$ cat config.mk
export PLATFORM = sky130hd
export DESIGN_NAME = adc_window_cmp
export DESIGN_NICKNAME = d
export VERILOG_FILES = /design/src/rtl/adc_wc_pkg.sv /design/src/rtl/adc_wc_classify.sv /design/src/rtl/adc_wc_history.sv /design/src/rtl/adc_wc_flags.sv /design/src/rtl/adc_window_cmp.sv
export SDC_FILE = /design/constraint.sdc
export NUM_CORES = 1
export LEC_CHECK = 0
export ABC_AREA = 1
export CORE_UTILIZATION = 40
export CTS_CLUSTER_DIAMETER = 200
export DETAILED_ROUTE_END_ITERATION = 6
export PLACE_DENSITY = 0.61
export RECOVER_POWER = 100
export SLEW_MARGIN = 20
export SYNTH_ARGS = -nofsm -noshare
export SYNTH_HDL_FRONTEND = slang
export SYNTH_SLANG_ARGS = --single-unit
$ cat constraint.sdc
create_clock -name clk -period 6.25 [get_ports clk]
set_input_delay 1.25 -clock clk [delete_from_list [all_inputs] [get_ports clk]]
set_output_delay 1.25 -clock clk [all_outputs]
set_load 0.02 [all_outputs]
$ cat src/rtl/adc_wc_pkg.sv
package adc_wc_pkg;
  typedef enum logic [1:0] {
    RNG_IN    = 2'd0,
    RNG_RSVD  = 2'd1,
    RNG_BELOW = 2'd2,
    RNG_ABOVE = 2'd3
  } rng_t;

  typedef enum logic [1:0] {
    XC_NONE = 2'd0,
    XC_RSVD = 2'd1,
    XC_DOWN = 2'd2,
    XC_UP   = 2'd3
  } xc_t;

  typedef enum logic [1:0] {
    MD_OFF   = 2'd0,
    MD_OUT   = 2'd1,
    MD_CROSS = 2'd2,
    MD_SPARE = 2'd3
  } md_t;
endpackage

$ cat src/rtl/adc_wc_classify.sv
module adc_wc_classify
  import adc_wc_pkg::*;
#(
  parameter int DATA_W = 12
) (
  input  logic [DATA_W-1:0] value,
  input  logic [DATA_W-1:0] lo,
  input  logic [DATA_W-1:0] hi,
  input  logic [DATA_W-1:0] prev,
  input  logic              has_prev,
  output rng_t              rng,
  output xc_t               xc
);
  logic now_below;
  logic was_below;

  assign now_below = value < lo;
  assign was_below = prev < lo;

  always_comb begin
    if (now_below)      rng = RNG_BELOW;
    else if (value > hi) rng = RNG_ABOVE;
    else                rng = RNG_IN;
  end

  always_comb begin
    xc = XC_NONE;
    if (has_prev) begin
      if (!was_below && now_below)      xc = XC_DOWN;
      else if (was_below && !now_below) xc = XC_UP;
    end
  end
endmodule

$ cat src/rtl/adc_wc_history.sv
module adc_wc_history #(
  parameter int NUM_CH = 12,
  parameter int DATA_W = 12,
  parameter int CH_W   = 4
) (
  input  logic              clk,
  input  logic              rst,
  input  logic [CH_W-1:0]   rd_chan,
  output logic [DATA_W-1:0] rd_prev,
  output logic              rd_seen,
  input  logic              wr_en,
  input  logic [CH_W-1:0]   wr_chan,
  input  logic [DATA_W-1:0] wr_value
);
  logic [DATA_W-1:0] prev_mem [NUM_CH];
  logic [NUM_CH-1:0] seen;

  always_ff @(posedge clk) begin
    if (wr_en) prev_mem[wr_chan] <= wr_value;
  end

  always_ff @(posedge clk) begin
    if (rst)        seen <= '0;
    else if (wr_en) seen[wr_chan] <= 1'b1;
  end

  assign rd_prev = prev_mem[rd_chan];
  assign rd_seen = seen[rd_chan];
endmodule

$ cat src/rtl/adc_wc_flags.sv
module adc_wc_flags #(
  parameter int NUM_CH = 12
) (
  input  logic              clk,
  input  logic              rst,
  input  logic [NUM_CH-1:0] set_vec,
  input  logic [NUM_CH-1:0] clr_vec,
  output logic [NUM_CH-1:0] flags,
  output logic              irq
);
  logic [NUM_CH-1:0] flags_nxt;

  for (genvar n = 0; n < NUM_CH; n++) begin : g_bit
    assign flags_nxt[n] = set_vec[n] | (flags[n] & ~clr_vec[n]);
    always_ff @(posedge clk) begin
      if (rst) flags[n] <= 1'b0;
      else     flags[n] <= flags_nxt[n];
    end
  end

  always_ff @(posedge clk) begin
    if (rst) irq <= 1'b0;
    else     irq <= |flags_nxt;
  end
endmodule

$ cat src/rtl/adc_window_cmp.sv
module adc_window_cmp
  import adc_wc_pkg::*;
#(
  parameter int NUM_CH = 12,
  parameter int DATA_W = 12,
  localparam int CH_W  = (NUM_CH > 1) ? $clog2(NUM_CH) : 1
) (
  input  logic                clk,
  input  logic                rst,
  input  logic                res_valid,
  input  logic [CH_W-1:0]     res_chan,
  input  logic [DATA_W-1:0]   res_value,
  input  logic [DATA_W-1:0]   thr_lo0,
  input  logic [DATA_W-1:0]   thr_hi0,
  input  logic [DATA_W-1:0]   thr_lo1,
  input  logic [DATA_W-1:0]   thr_hi1,
  input  logic [NUM_CH-1:0]   thr_sel,
  input  logic [2*NUM_CH-1:0] int_mode,
  input  logic [NUM_CH-1:0]   flag_clr,
  output logic                out_valid,
  output logic [CH_W-1:0]     out_chan,
  output logic [1:0]          range_code,
  output logic [1:0]          cross_code,
  output logic [NUM_CH-1:0]   cmp_flags,
  output logic                cmp_irq
);
  localparam int unsigned LAST_CH = NUM_CH - 1;

  logic              chan_ok;
  logic              take;
  logic [CH_W-1:0]   ch_idx;
  logic              use_set1;
  logic [DATA_W-1:0] lo_sel;
  logic [DATA_W-1:0] hi_sel;
  md_t               mode;
  logic [DATA_W-1:0] prev_val;
  logic              prev_seen;
  rng_t              rng;
  xc_t               xc;
  logic              evt;
  logic [NUM_CH-1:0] set_vec;

  assign chan_ok  = 32'(res_chan) <= LAST_CH;
  assign take     = res_valid & chan_ok;
  assign ch_idx   = chan_ok ? res_chan : '0;
  assign use_set1 = thr_sel[ch_idx];
  assign lo_sel   = use_set1 ? thr_lo1 : thr_lo0;
  assign hi_sel   = use_set1 ? thr_hi1 : thr_hi0;
  assign mode     = md_t'(int_mode[{ch_idx, 1'b0} +: 2]);

  adc_wc_history #(
    .NUM_CH (NUM_CH),
    .DATA_W (DATA_W),
    .CH_W   (CH_W)
  ) u_hist (
    .clk      (clk),
    .rst      (rst),
    .rd_chan  (ch_idx),
    .rd_prev  (prev_val),
    .rd_seen  (prev_seen),
    .wr_en    (take),
    .wr_chan  (ch_idx),
    .wr_value (res_value)
  );

  adc_wc_classify #(
    .DATA_W (DATA_W)
  ) u_cls (
    .value    (res_value),
    .lo       (lo_sel),
    .hi       (hi_sel),
    .prev     (prev_val),
    .has_prev (prev_seen),
    .rng      (rng),
    .xc       (xc)
  );

  always_comb begin
    unique case (mode)
      MD_OUT:   evt = (rng != RNG_IN);
      MD_CROSS: evt = (xc != XC_NONE);
      default:  evt = 1'b0;
    endcase
  end

  always_comb begin
    set_vec = '0;
    if (take && evt) set_vec[ch_idx] = 1'b1;
  end

  adc_wc_flags #(
    .NUM_CH (NUM_CH)
  ) u_flags (
    .clk     (clk),
    .rst     (rst),
    .set_vec (set_vec),
    .clr_vec (flag_clr),
    .flags   (cmp_flags),
    .irq     (cmp_irq)
  );

  always_ff @(posedge clk) begin
    if (rst) begin
      out_valid  <= 1'b0;
      out_chan   <= '0;
      range_code <= RNG_IN;
      cross_code <= XC_NONE;
    end else begin
      out_valid <= take;
      if (take) begin
        out_chan   <= ch_idx;
        range_code <= rng;
        cross_code <= xc;
      end
    end
  end
endmodule

Word level (Yosys, flattened, before mapping)
Memories as Yosys holds them, arrays and structs flattened.
Index checks and enable logic that the tools add are counted.
- output and inout port bits: 22
- input port bits: 115
- memories kept: 1
- register bits: 34
- bits in writable memories: 144
- logic and storage cells: 93
- memory list (memory ; depth ; width ; read ports ; clocked after Yosys merged registers in ; write ports ; RTL line ; text):
    u_hist.prev_mem ; 12 ; 12 ; 1 ; 0 ; 1 ; adc_wc_history.sv:15 ; logic [DATA_W-1:0] prev_mem [NUM_CH];
- mux-type cells: 18
- $lt $le $gt $ge: 6
- shift operators: 1
- bitwise gates (word level): 38
- reductions and logical operators: 9
- eq/ne operators: 2
- operator list (kind ; count):
    two-way mux 12 bit ; 3
    less-than comparator 12 bit ; 2
    indexed part select 24 x 6 -> 2 bit ; 1
    AND 1 bit ; 13
    greater-than comparator 12 bit ; 1
    NOT 1 bit ; 12
    OR 1 bit ; 12
    OR 12 bit ; 1
    OR reduction 12 bit ; 1
    two-way mux 2 bit ; 5
    binary-select mux 1 bit (select 4 bit) ; 2
    less-than comparator 4 x 5 -> 1 bit, second input constant ; 1
    two-way mux 1 bit ; 5
    demux 1 bit (select 4 bit) ; 1
    greater-or-equal comparator 4 x 1 -> 1 bit, second input constant ; 1
    less-or-equal comparator 4 bit, second input constant ; 1
    logical AND 1 bit ; 4
    two-way mux 4 bit ; 1
    nonzero test 2 bit ; 2
    equality test 2 x 1 -> 1 bit, second input constant ; 1
    equality test 2 bit, second input constant ; 1
    zero test 1 bit ; 2
    case mux 1 bit (2 select lines) ; 1

Longest topological paths before layout
- word-level depth: 17
- gate-level depth with buffers: 31
- depth with buffers taken out: 30

By module
From an unflattened synthesis, not the netlist that was laid out.
- cells, all modules: 1109
- area, all modules: 9419.0 um^2
- modules (own cells, without submodules) (module ; times used ; area each (um^2) ; cells each ; seq. area each (um^2)):
    adc_wc_history ; 1 ; 6630.1 ; 636 ; 4564.4
    adc_window_cmp ; 1 ; 1316.3 ; 243 ; 180.2
    adc_wc_classify ; 1 ; 942.2 ; 153 ; 0.0
    adc_wc_flags ; 1 ; 530.5 ; 77 ; 260.2

Worst setup path before layout
OpenSTA, ideal clock, no wires.
- path kind: input -> register
- start: input port res_chan[2]
- end: register u_flags.irq
- arrival time: 4.750 ns
- setup time: 0.131 ns
- stages: 25
- path buffers: 1
- required time: 6.119 ns
- setup slack: 1.370 ns
- cell sequence: ha_1 inv_2 nand2_2 inv_1 nand2_1 nand3_2 nand3_4 nand2_4 clkbuf_1 mux2i_1 ha_1 a21oi_1 nor2_1 a211oi_1 nand3_2 ha_1 nor2_1 o21ai_1 nand2_4 nand3_1 nand2_1 nor2_1 nand2_1 nor2_1 a21oi_2
- cells in the longest elaborated chain, start to end: 17
- elaborated cells on any way between the ends: 48
- those cells by class: 6 x order compare; 2 x eq/ne; 1 x shift; 16 x mux; 13 x bitwise; 9 x reduce/logical; 1 x memory
- ends and longest elaborated chain (item ; RTL line ; text):
    from (decl) ; adc_window_cmp.sv:11 ; input logic [CH_W-1:0] res_chan,
    less-or-equal comparator 4 bit ; adc_window_cmp.sv:43 ; assign chan_ok = 32'(res_chan) <= LAST_CH;
    two-way mux 4 bit ; adc_window_cmp.sv:45 ; assign ch_idx = chan_ok ? res_chan : '0;
    binary-select mux 1 bit (select 4 bit) ; adc_window_cmp.sv:46 ; assign use_set1 = thr_sel[ch_idx];
    two-way mux 1 bit (implied by the code) ; adc_window_cmp.sv:46 ;
    two-way mux 12 bit ; adc_window_cmp.sv:47 ; assign lo_sel = use_set1 ? thr_lo1 : thr_lo0;
    less-than comparator 12 bit ; adc_wc_classify.sv:17 ; assign now_below = value < lo;
    zero test 1 bit ; adc_wc_classify.sv:30 ; else if (was_below && !now_below) xc = XC_UP;
    logical AND 1 bit ; adc_wc_classify.sv:30 ;
    two-way mux 2 bit ; adc_wc_classify.sv:30 ;
    two-way mux 2 bit ; adc_wc_classify.sv:29 ; if (!was_below && now_below) xc = XC_DOWN;
    two-way mux 2 bit ; adc_wc_classify.sv:28 ; if (has_prev) begin
    nonzero test 2 bit ; adc_window_cmp.sv:81 ; MD_CROSS: evt = (xc != XC_NONE);
    case mux 1 bit (2 select lines) ; adc_window_cmp.sv:79 ; unique case (mode)
    logical AND 1 bit ; adc_window_cmp.sv:88 ; if (take && evt) set_vec[ch_idx] = 1'b1;
    two-way mux 12 bit (*) ; adc_window_cmp.sv:88 ;
    OR 1 bit ; adc_wc_flags.sv:14 ; assign flags_nxt[n] = set_vec[n] | (flags[n] & ~clr_vec[n]);
    OR reduction 12 bit (*) ; adc_wc_flags.sv:23 ; else irq <= |flags_nxt;
    to (signal assigned) ; adc_wc_flags.sv:23 ;
    to (decl) ; adc_wc_flags.sv:9 ; output logic irq
Mark *: on every way between the ends. The rest lies on a longest branch, timed or not. The select of a mux whose other input is x is not followed.
A chain may end at the register's enable or synchronous reset.

Final worst setup path
Ends and elaborated chain as after synthesis.

==> results.ini <==
[status]
status=finished, violations left
violations=max-capacitance violations, max-slew violations

[detailed_routing]
via_per_inst=5.27
drtAntennaViolNets=0
drt-pass1-iter-count=7
drt_iter0_drc=542
wirelength_mm=24.0
wire_per_inst_um=20.0
vias=6335
drcViolationCount=0

[timing]
relSlewSlack=-0.274
hold_viol=0
fin_crit_sh=0.907
slew_violations=126
clock_skew_ns=0.0156
rsz0062_at_grt=no
setup_viol=0
max_freq_ghz=0.176
fin_crit_ns=5.67
worst_pin_slew_ns=1.90
setup_ws_ns=0.579
hold_ws_ns=0.471
fin_setup_tns_ns=0

[synth]
syn_inst=771
ys_seq_area_frac=0.604
yosysUniqueCellTypes=43
netlist.area_leader.share=0.522
syn_area_per_cell_um2=10.7
synthesis.nets=922
syn-cell-area_um2=8280
yosysTopAreaCell=edfxtp_1
synth-edff-count=144
ys_async_sr_fraction=0
ys_warn_count=0
synth_ff_type=edfxtp_1
ys_top_cells_by_area=edfxtp_1, dfxtp_1, nand2_1, ha_1, nor2_1
ys_ff_latch=178

[place]
io_buffers=136
gp_congestion=0.881
post-place-ws_ns=0.449
hpwl_mm=15.9

[global_route]
grtUsageMet2=0.373
grtUsageMet3=0.0367
grt_usage=0.232
gr-usage-met1=0.325
first_global_vias=5999
top_usage_layer=met2
grt_start_max_net_pins=33
grt_antenna_before_repair=0
overflow=0
grt_first_pass_wirelength_mm=36.5

[setup_path]
worstPathArrival_ns=5.98
critPathCaptureType=flop
path_class=input pin to flop
cp.required_ns=6.56
crit_top_cell=nand2_1
crit_path_start_kind=input pin
cpPeakStageDelay_ns=0.58
crit_fanout=24
cp_slowest_cell=dlygate4sd3_1

[die]
start_util=0.408
dieArea_um2=21300
ios=137
chipWidth_um=146
rows=52
die_h_um=146
core_area_um2=20300

[clock_tree]
path_clk_slew_ns=0.07
clk_latency_ns=0.43
cts.sinks=178
post_cts_buffers=0
ctsHoldBuffers=0
htree_levels=4
cts_buffers=17
cts-root-buf=clkbuf_16
cts_resized=0
cts_tree=done
cts_buffer_depth=2

[cells_and_area]
syn_to_final_growth_pct=28.0
fin_util=0.522
nets=1069
antenna_cells=0
layout-drive-gt1-share=0.0795

[hold_path]
hold_class=flop to flop

[pwr]
ir_worst_vdd_uv=191
powerDensity_nw_per_um2=263
leakagePower_uw=0.00414

[job]
max_cap_viol_count=9

state kept, by name, summed over array words and instances, names as in the netlist:
name,count
range_code,2
out_valid,1
u_flags.irq,1
cross_code,2
u_hist.prev_mem,144
u_flags.flags,12
out_chan,4
u_hist.seen,12
cells by family (layout without fill, tap and decap cells):
group                      Yosys count  after routing  synth area share
and+or+nand+nor                    287            287             0.155
DFF                                178            178             0.604
AOI/OAI and AO/OA                  158            158             0.121
buffers and inverters               92            252            0.0417
adders and majority gates           36             36            0.0544
muxes                               20             20            0.0242
per-stage QoR:
step / cells / cell area (um^2) / total power (uW)
after detailed placement: 1169 / 10100 / 1770
after floorplan: 771 / 8280 / 1580
after global routing: 1201 / 10600 / 2900
final: 1201 / 10600 / 2790
after CTS: 1201 / 10700 / 2810
after global placement: 1169 / 10100 / 1770
synthesized netlist by cell type (all sizes together), types with 2 or more instances:
cell type,number
a211oi,2
clkbuf,23
o22ai,34
o31ai,9
inv,61
nand3b,4
ha,36
nor3,3
o21bai,2
a22oi,32
nand4,7
a21oi,36
mux2i,20
nand2,144
a32oi,3
nand3,45
a31oi,3
buf,5
nor2,83
dfxtp,34
clkinv,3
o21ai,28
edfxtp,144
power by group:
part           leakage, uW  total [uW]  switching [uW]  internal [uW]
clock             0.000284        1050             516            536
combinational      0.00228         428             250            178
sequential         0.00158        1310            7.28           1310
total              0.00414        2790             773           2020
metal layers:
layer,vias to the layer above,part of all wire
met2,221,0.47
met5,-,0
met3,27,0.057
met1,3017,0.46
li1,3070,-
met4,0,0.016
cell usage in the layout (no fill, tap or decap), drive strengths merged, types with 4 or more instances in the layout:
cell type,count
nand3b,4
clkinv,9
dfxtp,34
o21ai,28
o22ai,34
clkbuf,21
buf,16
o31ai,9
ha,36
nand2,144
edfxtp,144
a22oi,32
dlygate4sd3,35
a21oi,36
nor2,83
inv,69
mux2i,20
nand4,7
clkdlybuf4s50,101
nand3,45
final timing paths:
check | from | endpoint | slack, ns | cells after the start
min reg2reg | u_hist.seen[0] | u_hist.seen[0] | 0.47 | 1
min | u_hist.seen[0] | u_hist.seen[0] | 0.47 | 1
max reg2reg | u_hist.prev_mem[1][7] | u_flags.irq | 2.96 | 20
max | res_chan[2] | u_flags.irq | 0.58 | 25
area by class of cell:
class	count	area, um^2
multi-input cells	501	2930
repair buffers	156	1510
clock inverters	15	158
inverters	64	240
flip-flops and latches	178	5000
well taps	270	338
clock buffers	17	425
fillers	1877	9700
critical path: cells and delay by family:
family,cells,cell delay [ns]
fa+ha+maj,3,0.77
compound gates,4,0.88
buf+inv,4,1.05
mux,1,0.43
simple gates,13,1.56
(Power assumes the default switching activity.)
